File: src/rtl/rpf_pkg.sv
package rpf_pkg;
    localparam int BYTE_W = 8;
    localparam int WORD_W = 2 * BYTE_W;

    typedef enum logic {
        MODE_WRITE = 1'b0,
        MODE_READ  = 1'b1
    } access_mode_e;

    typedef struct packed {
        logic [WORD_W-1:0] word;
        logic              phase;
        logic              valid;
    } latch_state_t;
endpackage

File: src/rtl/rpf_slot_arb.sv
module rpf_slot_arb (
    input  logic want,
    input  logic slot_free,
    input  logic wr_pending,
    output logic grant
);
    // queued writes own any free slot they want
    always_comb begin
        grant = want && slot_free && !wr_pending;
    end

    always_comb begin
        assert_write_first_R3: assert (!(grant && wr_pending))
            else $error("prefetch took a slot claimed by a write");
    end
endmodule

File: src/rtl/rpf_word_latch.sv
module rpf_word_latch
    import rpf_pkg::*;
(
    input  logic              clk,
    input  logic              rst_n,
    input  logic              clear,
    input  logic              load,
    input  logic [BYTE_W-1:0] byte_in,
    output logic              valid,
    output logic              phase,
    output logic [WORD_W-1:0] word
);
    latch_state_t st_d, st_q;

    always_comb begin
        st_d = st_q;
        if (clear) begin
            st_d.valid = 1'b0;
            st_d.phase = 1'b0;
        end else if (load && !st_q.valid) begin
            if (!st_q.phase) begin
                st_d.word[WORD_W-1:BYTE_W] = byte_in;
                st_d.phase = 1'b1;
            end else begin
                st_d.word[BYTE_W-1:0] = byte_in;
                st_d.phase = 1'b0;
                st_d.valid = 1'b1;
            end
        end
    end

    always_ff @(posedge clk) begin
        if (!rst_n) st_q <= '0;
        else        st_q <= st_d;
    end

    assign valid = st_q.valid;
    assign phase = st_q.phase;
    assign word  = st_q.word;

    assert_valid_after_two_R4: assert property (@(posedge clk) disable iff (!rst_n)
        $rose(st_q.valid) |-> ($past(load) && $past(st_q.phase)));

    assert_clear_empties_R8: assert property (@(posedge clk) disable iff (!rst_n)
        clear |=> (!st_q.valid && !st_q.phase));
endmodule

File: src/rtl/rpf_read_prefetch.sv
module rpf_read_prefetch
    import rpf_pkg::*;
#(
    parameter int AW = 16,
    parameter int IW = 8
) (
    input  logic              clk,
    input  logic              rst_n,
    input  logic              setup_valid,
    input  logic              setup_is_read,
    input  logic [AW-1:0]     setup_addr,
    input  logic [IW-1:0]     incr,
    input  logic              slot_free,
    input  logic              wr_pending,
    output logic              mem_rd_en,
    output logic [AW:0]       mem_rd_addr,
    input  logic [BYTE_W-1:0] mem_rd_data,
    input  logic              host_rd_req,
    output logic              host_ack,
    output logic [WORD_W-1:0] host_rdata
);
    localparam int EXT_W = AW - IW;

    typedef struct packed {
        logic [AW-1:0] addr;
        access_mode_e  mode;
    } ctrl_state_t;

    ctrl_state_t ctl_d, ctl_q;
    logic        lat_valid, lat_phase, want, grant, consume;
    logic [AW-1:0] incr_ext;

    generate
        if (EXT_W > 0) begin : g_ext
            assign incr_ext = {{EXT_W{1'b0}}, incr};
        end else begin : g_trunc
            assign incr_ext = incr[AW-1:0];
        end
    endgenerate

    always_comb begin
        consume = host_rd_req && lat_valid && (ctl_q.mode == MODE_READ) && !setup_valid;
        want    = (ctl_q.mode == MODE_READ) && !lat_valid && !setup_valid;
        ctl_d   = ctl_q;
        if (setup_valid) begin
            ctl_d.addr = setup_addr;
            ctl_d.mode = setup_is_read ? MODE_READ : MODE_WRITE;
        end else if (consume) begin
            ctl_d.addr = ctl_q.addr + incr_ext;
        end
    end

    always_ff @(posedge clk) begin
        if (!rst_n) begin
            ctl_q.addr <= '0;
            ctl_q.mode <= MODE_WRITE;
        end else begin
            ctl_q <= ctl_d;
        end
    end

    rpf_slot_arb u_arb (
        .want       (want),
        .slot_free  (slot_free),
        .wr_pending (wr_pending),
        .grant      (grant)
    );

    rpf_word_latch u_latch (
        .clk     (clk),
        .rst_n   (rst_n),
        .clear   (setup_valid || consume),
        .load    (grant),
        .byte_in (mem_rd_data),
        .valid   (lat_valid),
        .phase   (lat_phase),
        .word    (host_rdata)
    );

    assign mem_rd_en   = grant;
    assign mem_rd_addr = {ctl_q.addr, lat_phase};
    assign host_ack    = consume;

    assert_no_fetch_when_full_R10: assert property (@(posedge clk) disable iff (!rst_n)
        lat_valid |-> !mem_rd_en);

    assert_ack_needs_data_R6: assert property (@(posedge clk) disable iff (!rst_n)
        host_ack |-> lat_valid);

    assert_write_mode_silent_R9: assert property (@(posedge clk) disable iff (!rst_n)
        (ctl_q.mode == MODE_WRITE) |-> (!mem_rd_en && !host_ack));

    assert_ack_advances_R7: assert property (@(posedge clk) disable iff (!rst_n)
        host_ack |=> (!lat_valid && ctl_q.addr == $past(ctl_q.addr + incr_ext)));

    assert_setup_blocks_ack_R11: assert property (@(posedge clk) disable iff (!rst_n)
        setup_valid |-> !host_ack);
endmodule

File: config.mk
export PLATFORM = sky130hd
export DESIGN_NAME = rpf_read_prefetch
export DESIGN_NICKNAME = d
export VERILOG_FILES = /design/src/rtl/rpf_pkg.sv /design/src/rtl/rpf_slot_arb.sv /design/src/rtl/rpf_word_latch.sv /design/src/rtl/rpf_read_prefetch.sv
export SDC_FILE = /design/constraint.sdc
export NUM_CORES = 1
export LEC_CHECK = 0
export BUFFER_PORTS_ARGS = -buffer_cell sky130_fd_sc_hd__buf_2
export CAP_MARGIN = 20
export CELL_PAD_IN_SITES_DETAIL_PLACEMENT = 0
export CELL_PAD_IN_SITES_GLOBAL_PLACEMENT = 1
export CORE_AREA = 2 2 91 71
export DETAILED_ROUTE_END_ITERATION = 8
export DIE_AREA = 0 0 93 73
export HOLD_SLACK_MARGIN = 0.12
export PLACE_DENSITY = 0.75
export RECOVER_POWER = 100
export SYNTH_ARGS = -nofsm -noshare
export SYNTH_HDL_FRONTEND = slang
export SYNTH_SLANG_ARGS = --single-unit
File: constraint.sdc
create_clock -name clk -period 3.25 [get_ports clk]
set_clock_uncertainty 0.1 [all_clocks]
set_input_delay 0.325 -clock clk [delete_from_list [all_inputs] [get_ports clk]]
set_output_delay 0.325 -clock clk [all_outputs]
set_load 0.02 [all_outputs]
* Yosys cells after proc, flatten, opt, wreduce, memory -nomap -nowiden
Index checks and enable logic that the tools add are counted.
** Word-level totals
- Bits in registers :: 35
- Latch bits :: 0
- Bits in writable memories :: 0
- Memory bits (read-only) :: 0
- Input port bits :: 39
- Word-level logic and storage cells :: 31
- Memories :: 0
** Operators by class
- $add $sub $neg :: 1
- $mul :: 0
- Div/mod/pow operators :: 0
- Order comparisons :: 0
- Equal/unequal tests :: 0
- Shift operators :: 0
- Mux-type cells :: 4
- Bitwise gates (word level) :: 3
- Reduce and logical (&&, ||, !) cells :: 17
** Operator list (count)
- 16-bit 2-to-1 mux :: 2
- 16-bit by 8-bit adder with 16-bit output :: 1
- 1-bit logical AND :: 8
- 3-bit AND reduction :: 2
- 1-bit zero test :: 3
- 1-bit inverter :: 3
- 1-bit 2-to-1 mux :: 2
- 2-bit AND reduction :: 1
- 2-bit nonzero test :: 1
- 2-bit OR reduction :: 1
- 1-bit logical OR :: 1

* Depth between registers and ports, before layout
Gate-level depths: netlist (run 1).
- Word-level depth :: 7
- Mapped depth :: 7

* Modules after synthesis
From an unflattened synthesis (run 1), not the netlist that was laid out.
** Unflattened totals
- Cells, all modules :: 241
- Area, all modules :: 2026.9 um2
** By module, submodules not included
- rpf_read_prefetch :: instances 1, cells an instance 167, area an instance 1317.5 um2
- rpf_word_latch :: instances 1, cells an instance 73, area an instance 700.7 um2
- rpf_slot_arb :: instances 1, cells an instance 1, area an instance 8.8 um2

* Worst setup path before layout (run 1)
OpenSTA, ideal clock, no wires.
- Path type :: in2reg
- Start :: input port incr[0]
- End :: register ctl_q, in the netlist mem_rd_addr[11]
- Arrival time :: 2041 ps
- Slack :: 978 ps
- Cell stages on the path :: 7
- Path buffers :: 0
- Path through :: ha_1 -> fa_1 -> a211o_1 -> a211oi_1 -> nor3_1 -> xnor2_1 -> a21oi_1
** On the way
- Word-level cells in the longest chain between the ends :: 3
** RTL lines
- from (decl) :: line rpf_read_prefetch.sv:12 : input logic [IW-1:0] incr,
- 16-bit by 8-bit adder with 16-bit output :: line rpf_read_prefetch.sv:49 : ctl_d.addr = ctl_q.addr + incr_ext;
- 16-bit 2-to-1 mux :: line rpf_read_prefetch.sv:48 : end else if (consume) begin
- 16-bit 2-to-1 mux :: line rpf_read_prefetch.sv:45 : if (setup_valid) begin
- to (signal assigned) :: line rpf_read_prefetch.sv:58 : ctl_q <= ctl_d;
- to (decl) :: line rpf_read_prefetch.sv:29 : ctrl_state_t ctl_d, ctl_q;
Every way passes these cells. The select of a mux whose other input is x is not followed.
A chain may end at the register's enable or synchronous reset.

* Final worst setup path (run 1)
- Start :: input port setup_valid
- End :: register ctl_q, in the netlist mem_rd_addr[8]
** On the way
- Word-level cells in the longest chain between the ends :: 3
- Elaborated cells between the ends (all ways) :: 4
- Classes of those cells :: mux: 1; reduce/logical: 3
** RTL lines
- from (decl) :: line rpf_read_prefetch.sv:9 : input logic setup_valid,
- 1-bit zero test :: line rpf_read_prefetch.sv:42 : consume = host_rd_req && lat_valid && (ctl_q.mode == MODE_READ) && !setup_valid;
- 1-bit logical AND :: line rpf_read_prefetch.sv:42
- 2-bit nonzero test (no line)
Several ways; a longest one is shown, not always the timed one.

==> key figures, run 1 <==
Run status
  • Status: finished clean

Worst setup path
  • CP startpoint: setup_valid
  • R2r setup slk: 0.96 ns
  • Crit Path Category: in -> reg
  • FF-to-FF Start: mem_rd_addr[1]
  • Arr. time, crit path: 2.57 ns
  • Crit-path cells: clkbuf_1 > clkinv_1 > nand2_1 > a211oi_1 > nand4_1 > nand3_1
  • WP buf/inv: 2
  • Crit path largest cell delay: 0.79 ns
  • Cell count along the critical path: 6
  • Critical Path RT: 3.32 ns
  • CP endpoint: mem_rd_addr[8]
  • Reg2Reg Depth: 8
  • Worst Setup End Kind: flop
  • Startpoint types: input pin
  • Worst Path Max Fanout: 25
  • Delay-heaviest family, CP: buffers and inverters
  • CP max-delay cell: clkinv_1
  • FF-to-FF End: mem_rd_addr[9]

Clocking
  • CTS Root Cell: clkbuf_8
  • Longest Clk Path Bufs: 2
  • H-tree Lvls: 2
  • Clock slew at reported path FFs: 0.08 ns
  • Post-CTS setup buffers: 0
  • # resized after CTS: 0
  • Clock sinks: 35
  • Clk_lat worst skew: 0.29 ns
  • CTS tree: built
  • Hold Buf Count CTS: 0
  • TritonCTS buffer count: 5

Place
  • Gpl congestion: 0.749
  • IO Port Bufs: 73
  • Cells after DPL: 362
  • DP HPWL: 3.66 mm

Drt
  • Mean routed wirelength per cell: 13.5 µm
  • DRC viols: 0
  • Post-DR vias/cell: 4.89
  • Pre-Repair DR Iteration Count: 5
  • Final wirelength: 4.98 mm
  • Initial DRC Count: 54
  • DRT antenna net count: 0
  • Via count: 1809

Die
  • Die width: 93 µm
  • Initial Util: 34.5%
  • Row Count: 25
  • # IOs: 74
  • Core area: 0.00601 mm²
  • Die area: 0.00679 mm²
  • Die height: 73 µm

STA
  • Crit path time final: 2.49 ns
  • Final Max Tran Viols: 0
  • Setup TNS Final: 0 ns
  • RSZ-0062 raised after global routing: false
  • F_max: 401 MHz
  • Final setup violation count: 0
  • Slew HR: 12.2%
  • Worst slew pin tran: 1.32 ns
  • Final Hold Vio Count: 0
  • Tcrit/Tclk final: 76.7%

Synth
  • Register bit total from synthesis: 35
  • Synth top area cells: dfxtp_1 34%, mux2i_1 8.2%, buf_4 6.2%
  • Mapped Area: 0.00207 mm²
  • Syn_nets: 281
  • Dominant cell type by area after synthesis: dfxtp_1
  • Library cells used by synthesis: 42
  • Share of the synthesized area in the top cell type: 33.8%
  • Seq/Total Area, Yosys: 33.8%
  • Avg Cell Area, Syn: 8.90 µm²
  • Mapped Cells: 233
  • Warnings, synthesis: 0

Pwr
  • Psw: 0.000273 W
  • Share of power burned in registers: 45.0%
  • Switching share of power: 26.9%
  • Leakage: 0.966 nW
  • Logic pwr share: 16.4%
  • Clk pwr share: 38.6%
  • Power Internal: 0.000741 W
  • Pwr dens: 420 mW/mm²
  • Worst vdd ir: 137 µV

Worst hold path
  • Hold Crit Class: in -> reg

Job
  • Max-cap violations: 0

Global routing
  • Vias in the first global route: 1646
  • Gr usage total: 15.0%
  • Initial antenna violation count: 0
  • First-pass GRT wire length: 8.04 mm
  • Total grt overflow: 0
  • Largest net degree at the start of global routing: 36

Finish
  • Final #Nets: 336
  • Commonest cells after routing, fill and taps aside: 37 x clkbuf_1, 36 x buf_2, 35 x dfxtp_1
  • Non-filler cells, final: 370
  • Commonest non-fill, non-tap cell in the layout: clkbuf_1
  • Fraction of layout cells with a size suffix above 1: 17.3%
  • Ant. Diodes: 0
  • Fillers: 656
  • Final core occ: 40.2%
  • Synth-to-layout area growth: 16.5%
[flip-flops by register name (all words and copies together), names as in the netlist]
name	count
u_latch.phase	1
mem_rd_addr	16
u_latch.valid	1
u_latch.word	16
ctl_q	1
[routing by layer]
layer  up-vias  global-route usage [%]  part of all wire, %
li1        939                       -                    -
met1       820                    22.4                   52
met2        50                    21.7                   42
met3         0                    3.82                  5.3
met4         0                    3.43                    0
met5         -                       0                    0
[area by class of cell]
class	count	area [µm²]	share of cell area, %
timing repair buffer	75	334	13.8
tap	81	101	4.19
sequential	35	701	29.0
inverter	4	15.0	0.621
multi-input combinational	167	1150	47.7
clock inverter	3	43.8	1.81
clock buffer	5	68.8	2.85
[worst register-to-register path, cell delays in order, from the launching register on]
cell and delay [ns]:
dfxtp_1 0.33, ha_1 0.20, fa_1 0.43, a211o_1 0.36, a211oi_1 0.25, buf_4 0.18
nor3_1 0.06, xnor2_1 0.15, a21oi_1 0.14
[stage by stage]
stage	power, W	cell area [µm²]	setup slack (ns)	hold slack [ns]
2_1_floorplan	0.000592	2070	0.978	0.363
3_3_place_gp	0.000637	2370	0.929	0.393
3_5_place_dp	0.000638	2370	0.887	0.401
4_1_cts	0.00103	2490	0.976	0.153
5_1_grt	0.00107	2420	0.520	0.174
6_report	0.00101	2420	0.756	0.164
[kinds of logic (layout without fill, tap and decap cells)]
group                    Yosys count  in the layout  share of synthesized area (%)
AO/OA/AOI/OAI                     60             60                           18.5
XOR/XNOR                           7              7                           2.96
adder cells (fa/ha/maj)            9              9                           5.79
buffers and inverters             31             87                           9.41
flip-flops                        35             35                           33.8
multiplexers                      17             17                           8.21
AND/OR/NAND/NOR                   74             74                           21.4
[cell usage after synthesis]
cell / instances
a2111oi_0: 2
a211o_1: 2
a211oi_1: 9
a21boi_0: 1
a21o_1: 7
a21oi_1: 21
and2b_1: 1
and3_1: 3
buf_4: 17
buf_6: 2
clkbuf_1: 8
clkinv_1: 1
dfxtp_1: 35
fa_1: 1
ha_1: 8
inv_1: 3
mux2i_1: 17
nand2_1: 14
nand2_2: 1
nand2b_4: 1
nand3_1: 8
nand3_4: 1
nand3b_1: 1
nand4_1: 3
nor2_1: 7
nor2b_1: 20
nor3_1: 7
nor4_1: 2
nor4_2: 2
nor4b_4: 1
o211a_1: 1
o211ai_1: 2
o21a_1: 1
o21ai_0: 10
o21ai_1: 1
o221ai_1: 1
o2bb2ai_1: 1
o311a_1: 1
or2_2: 1
or3_1: 1
xnor2_1: 6
xor2_1: 1
[worst min path at each step]
stage                      endpoint             from  cells past startpoint
detailed placement  u_latch.word[0]  u_latch.word[0]                      2
floorplan            mem_rd_addr[4]    setup_addr[3]                      1
global placement    u_latch.word[7]  u_latch.word[7]                      2
finish               mem_rd_addr[4]    setup_addr[3]                      2
global route         mem_rd_addr[4]    setup_addr[3]                      2
CTS                  mem_rd_addr[4]    setup_addr[3]                      2
[power groups by stage]
stage	Sequential, W	Clock [W]	Combinational (W)
6_report	0.000457	0.000392	0.000166
3_5_place_dp	0.000467	0	0.000171
5_1_grt	0.000459	0.000424	0.000185
3_3_place_gp	0.000466	0	0.000170
2_1_floorplan	0.000465	0	0.000127
4_1_cts	0.000457	0.000406	0.000172
No activity file was read; power rests on OpenSTA's default activity.
==> run 2: changes to the inputs <==
--- a/config.mk
+++ b/config.mk
@@ -5,13 +5,14 @@
 export SDC_FILE = /design/constraint.sdc
 export NUM_CORES = 1
 export LEC_CHECK = 0
+export ABC_AREA = 1
 export BUFFER_PORTS_ARGS = -buffer_cell sky130_fd_sc_hd__buf_2
 export CAP_MARGIN = 20
 export CELL_PAD_IN_SITES_DETAIL_PLACEMENT = 0
 export CELL_PAD_IN_SITES_GLOBAL_PLACEMENT = 1
-export CORE_AREA = 2 2 91 71
+export CORE_AREA = 2 2 95 74
 export DETAILED_ROUTE_END_ITERATION = 8
-export DIE_AREA = 0 0 93 73
+export DIE_AREA = 0 0 97 76
 export HOLD_SLACK_MARGIN = 0.12
 export PLACE_DENSITY = 0.75
 export RECOVER_POWER = 100
==> constraint.sdc (replaced) <==
create_clock -name clk -period 2.6 [get_ports clk]
set_clock_uncertainty 0.1 [all_clocks]
set_input_delay 0.26 -clock clk [delete_from_list [all_inputs] [get_ports clk]]
set_output_delay 0.26 -clock clk [all_outputs]
set_load 0.02 [all_outputs]
==> key figures, run 2 <==
Worst hold path
  • Hold Crit Class: in -> reg
  • Hold-critical path depth: 3

Worst setup path
  • Crit Path Category: reg -> reg
  • CP endpoint: u_latch.word[2]
  • Reg2Reg Depth: 6
  • Startpoint types: flop
  • Crit path largest cell delay: 0.44 ns
  • Crit-path cells: nor4_4 > clkbuf_1 > nand2_1 > clkinvlp_2 > nand2_1 > a21oi_1
  • CP startpoint: u_latch.valid
  • Arr. time, crit path: 2.39 ns
  • Worst Setup End Kind: flop
  • CP max-delay cell: clkbuf_1
  • Critical Path RT: 2.71 ns
  • FF-to-FF End: u_latch.word[2]
  • R2r setup slk: 0.32 ns
  • FF-to-FF Start: u_latch.valid
  • Most common cell on crit path: nand2_1
  • Worst Path Max Fanout: 12

STA
  • Worst slew pin tran: 1.01 ns
  • Tcrit/Tclk final: 87.7%
  • Setup TNS Final: 0 ns
  • Fin Hold WS: 0.136 ns
  • Final setup violation count: 0
  • Crit path time final: 2.28 ns
  • Final Max Tran Viols: 0
  • Slew HR: 32.2%
  • Final Hold Vio Count: 0
  • F_max: 439 MHz
  • RSZ-0062 raised after global routing: false
  • Final setup margin: 0.321 ns

Synth
  • Library cells used by synthesis: 33
  • EDFF count, synth: 0
  • Synth top area cells: dfxtp_1 33%, nand2_1 17%, a21oi_1 7.0%
  • Top cells by count, synth: 99 x nand2_1, 35 x dfxtp_1, 30 x a21oi_1, 30 x inv_1, 30 x nand3_1
  • Register bit total from synthesis: 35
  • Async SR Flop Fraction: 0%
  • Warnings, synthesis: 0
  • Share of the synthesized area in the top cell type: 32.6%
  • Most numerous cell in the Yosys netlist: nand2_1
  • Seq/Total Area, Yosys: 32.6%
  • Avg Cell Area, Syn: 6.81 µm²
  • Mapped Area: 0.00215 mm²
  • Mapped Cells: 316
  • Syn_nets: 364
  • Top_reg_cell synth: dfxtp_1
  • Dominant cell type by area after synthesis: dfxtp_1

Finish
  • Synth-to-layout area growth: 20.0%
  • Non-filler cells, final: 465
  • Commonest cells after routing, fill and taps aside: 101 x nand2_1, 38 x buf_2, 36 x clkbuf_1
  • Ant. Diodes: 0
  • Fraction of layout cells with a size suffix above 1: 14.2%
  • Final #Nets: 428
  • Commonest non-fill, non-tap cell in the layout: nand2_1

Global routing
  • Gr usage total: 16.1%
  • Total grt overflow: 0
  • First-pass GRT wire length: 9.75 mm
  • Vias in the first global route: 1978
  • Initial antenna violation count: 0
  • Largest net degree at the start of global routing: 29

Place
  • Pre-CTS WS: 0.566 ns
  • Cells after DPL: 451
  • DP HPWL: 4.33 mm
  • Gpl congestion: 0.869
  • IO Port Bufs: 73

Drt
  • Initial DRC Count: 115
  • Post-DR vias/cell: 4.57
  • Mean routed wirelength per cell: 12.6 µm
  • DRC viols: 0
  • Final wirelength: 5.84 mm
  • Via count: 2123
  • Pre-Repair DR Iteration Count: 4
  • DRT antenna net count: 0

Clocking
  • CTS tree: built
  • Clock slew at reported path FFs: 0.08 ns
  • TritonCTS buffer count: 5
  • # resized after CTS: 0
  • Longest Clk Path Bufs: 2
  • Clock sinks: 35
  • H-tree Lvls: 2
  • CTS Root Cell: clkbuf_8
  • Clk_lat worst skew: 0.29 ns
  • Post-CTS setup buffers: 0
  • Hold Buf Count CTS: 6

Die
  • # IOs: 74
  • Die area: 0.00737 mm²
  • Die width: 97 µm
  • Core area: 0.00654 mm²
  • Row Count: 26
  • Die height: 76 µm
  • Initial Util: 32.9%

Pwr
  • Pwr dens: 507 mW/mm²
  • Pwr Total: 0.00131 W
  • Leakage: 1.16 nW
  • Worst vdd ir: 223 µV

Run status
  • Status: finished clean

Job
  • Max-cap violations: 0
[run 2: cells by family (layout without fill, tap and decap cells)]
group | Yosys count | after routing | share of synthesized area, %
compound gates | 48 | 48 | 12.2
xor+xnor | 5 | 5 | 2.04
fa+ha+maj | 9 | 9 | 5.58
buf+inv | 57 | 122 | 14.2
flops | 35 | 35 | 32.6
mux | 2 | 2 | 0.931
simple gates | 160 | 160 | 32.5
[run 2: how the worst min path moves through the flow]
stage	end	slack, ns	startpoint
2_1_floorplan	ctl_q[0]	0.30	setup_is_read
3_3_place_gp	u_latch.word[11]	0.35	u_latch.word[11]
3_5_place_dp	u_latch.word[11]	0.35	u_latch.word[11]
4_1_cts	mem_rd_addr[3]	0.13	rst_n
5_1_grt	u_latch.word[0]	0.13	mem_rd_data[0]
6_report	mem_rd_addr[5]	0.14	setup_addr[4]
[run 2: area by class of cell]
type / instances / area [µm²]
tap: 84 / 105
clock buffer: 5 / 68.8
multi-input combinational: 224 / 1130
inverter: 33 / 130
clock inverter: 3 / 47.5
fill: 739 / 3960
timing repair buffer: 81 / 393
sequential: 35 / 701
[run 2: report_power, final]
group | total (W) | internal, W | switching, W
Combinational | 0.000224 | 0.0000877 | 0.000136
Clock | 0.000514 | 0.000291 | 0.000223
Sequential | 0.000572 | 0.000553 | 0.0000187
[run 2: metrics by stage]
stage                     util [%]  area, µm²
after floorplan                  -       2150
after global placement        37.7       2460
after detailed placement      37.7       2460
after CTS                     40.4       2640
after global routing          39.5       2580
final                         39.5       2580
[run 2: worst max-delay path, delay by kind of cell, from the launching register on]
family | cells | cell delay (ns)
buffers and inverters | 2 | 0.83
DFF | 1 | 0.35
AOI/OAI and AO/OA | 1 | 0.16
and+or+nand+nor | 3 | 0.74
[run 2: routing by layer]
metal	wire length (µm)	vias to the layer above	GRT usage, %
met5	0	-	0
met4	99	0	5.07
met3	323	9	3.67
met2	2320	57	23.1
met1	3100	925	23.7
li1	-	1132	-
==> run 3: changes to the inputs <==
--- a/config.mk
+++ b/config.mk
@@ -15,7 +15,7 @@
 export DIE_AREA = 0 0 97 76
 export HOLD_SLACK_MARGIN = 0.12
 export PLACE_DENSITY = 0.75
-export RECOVER_POWER = 100
+export RECOVER_POWER = 25
 export SYNTH_ARGS = -nofsm -noshare
 export SYNTH_HDL_FRONTEND = slang
 export SYNTH_SLANG_ARGS = --single-unit
==> key figures, run 3 (synthesis gave the netlist of run 2 again) <==
Clocking
  • Longest Clk Path Bufs: 2
  • CTS tree: built
  • TritonCTS buffer count: 5
  • CTS Root Cell: clkbuf_8
  • H-tree Lvls: 2
  • Clock slew at reported path FFs: 0.08 ns
  • Clock sinks: 35
  • Clk_lat worst skew: 0.29 ns

Pwr
  • Pwr dens: 501 mW/mm²
  • Worst vdd ir: 222 µV
  • Pwr Total: 0.00131 W
  • Leakage: 1.27 nW

Drt
  • Post-DR vias/cell: 4.50
  • DRT antenna net count: 0
  • DRC viols: 0
  • Initial DRC Count: 77
  • Pre-Repair DR Iteration Count: 4
  • Mean routed wirelength per cell: 12.5 µm
  • Final wirelength: 5.83 mm
  • Via count: 2093

STA
  • Setup TNS Final: 0 ns
  • Crit path time final: 2.29 ns
  • Tcrit/Tclk final: 87.9%
  • Final Hold Vio Count: 0
  • Final Max Tran Viols: 0
  • Fin Hold WS: 0.138 ns
  • F_max: 438 MHz
  • RSZ-0062 raised after global routing: false
  • Final setup violation count: 0
  • Worst slew pin tran: 1.01 ns
  • Slew HR: 32.6%

Worst setup path
  • WP buf/inv: 1
  • Arr. time, crit path: 1.93 ns
  • Startpoint types: flop
  • Critical Path RT: 2.24 ns
  • Crit Path Category: reg -> out
  • Worst Path Max Fanout: 13
  • Crit path largest cell delay: 0.78 ns
  • Delay-heaviest family, CP: simple AND/OR/NAND/NOR gates
  • CP max-delay cell: nor2_1
  • Crit-path cells: nand3_1 > nor2_1 > buf_2
  • Worst Setup End Kind: output pin

Job
  • Max-cap violations: 0

Die
  • Initial Util: 32.9%
  • Die width: 97 µm
  • Core area: 0.00654 mm²
  • Die area: 0.00737 mm²
  • Row Count: 26
  • Die height: 76 µm
  • # IOs: 74

Global routing
  • Vias in the first global route: 1978
  • Largest net degree at the start of global routing: 29
  • First-pass GRT wire length: 9.75 mm
  • Initial antenna violation count: 0
  • Gr usage total: 16.1%
  • Total grt overflow: 0

Place
  • IO Port Bufs: 73
  • DP HPWL: 4.33 mm
  • Gpl congestion: 0.869

Worst hold path
  • Hold Crit Class: in -> reg

Finish
  • Commonest cells after routing, fill and taps aside: 99 x nand2_1, 57 x buf_2, 35 x dfxtp_1
  • Fraction of layout cells with a size suffix above 1: 19.9%
  • Commonest non-fill, non-tap cell in the layout: nand2_1
  • Ant. Diodes: 0
  • Final #Nets: 428
  • Synth-to-layout area growth: 21.9%

Run status
  • Status: finished clean
## run 3: final cells by class
type	count	area, µm²
clock buffers	5	68.8
clock inverters	3	47.5
fillers	721	3920
inverters	33	134
multi-input cells	224	1140
flip-flops and latches	35	701
well taps	84	105
repair buffers	81	420
## run 3: tightest hold or removal path: stages
cell     delay [ns]
buf_2          0.10
nand2_1        0.05
a31oi_1        0.07
## run 3: power breakdown
part           switching, W  total [W]  leakage [nW]  internal [W]
Combinational      0.000136   0.000228         0.923     0.0000920
Clock              0.000222   0.000513        0.0587      0.000291
Sequential        0.0000183   0.000572         0.285      0.000553
## run 3: final timing paths
kind / start / endpoint / slack (ns) / depth (start not counted)
worst max-delay path: u_latch.valid / host_ack / 0.31 / 3
worst min-delay path: setup_addr[4] / mem_rd_addr[5] / 0.14 / 3
worst max register to register: mem_rd_addr[1] / mem_rd_addr[11] / 0.66 / 9
worst min register to register: u_latch.word[3] / u_latch.word[3] / 0.37 / 2
## run 3: through the flow
stage / std cells / cell area [µm²] / worst slack [ns] / util, %
after floorplan: 316 / 2150 / 0.852 / -
after global placement: 451 / 2460 / 0.644 / 37.7
after detailed placement: 451 / 2460 / 0.566 / 37.7
after CTS: 465 / 2640 / 0.279 / 40.4
after global routing: 465 / 2620 / 0.148 / 40.1
final: 465 / 2620 / 0.315 / 40.1
## run 3: repair_timing
item	CTS	global route
resized for setup	0	0
endpoints found under the setup margin	0	0
hold buffers	6	0
setup buffers	0	0
hold endpoints to repair	6	0
## run 3: layer usage
layer,track usage [%],vias up,part of all wire [%]
li1,-,1134,-
met1,23.7,910,54
met2,23.1,40,40
met3,3.67,9,4.2
met4,5.07,0,1.7
met5,0,-,0
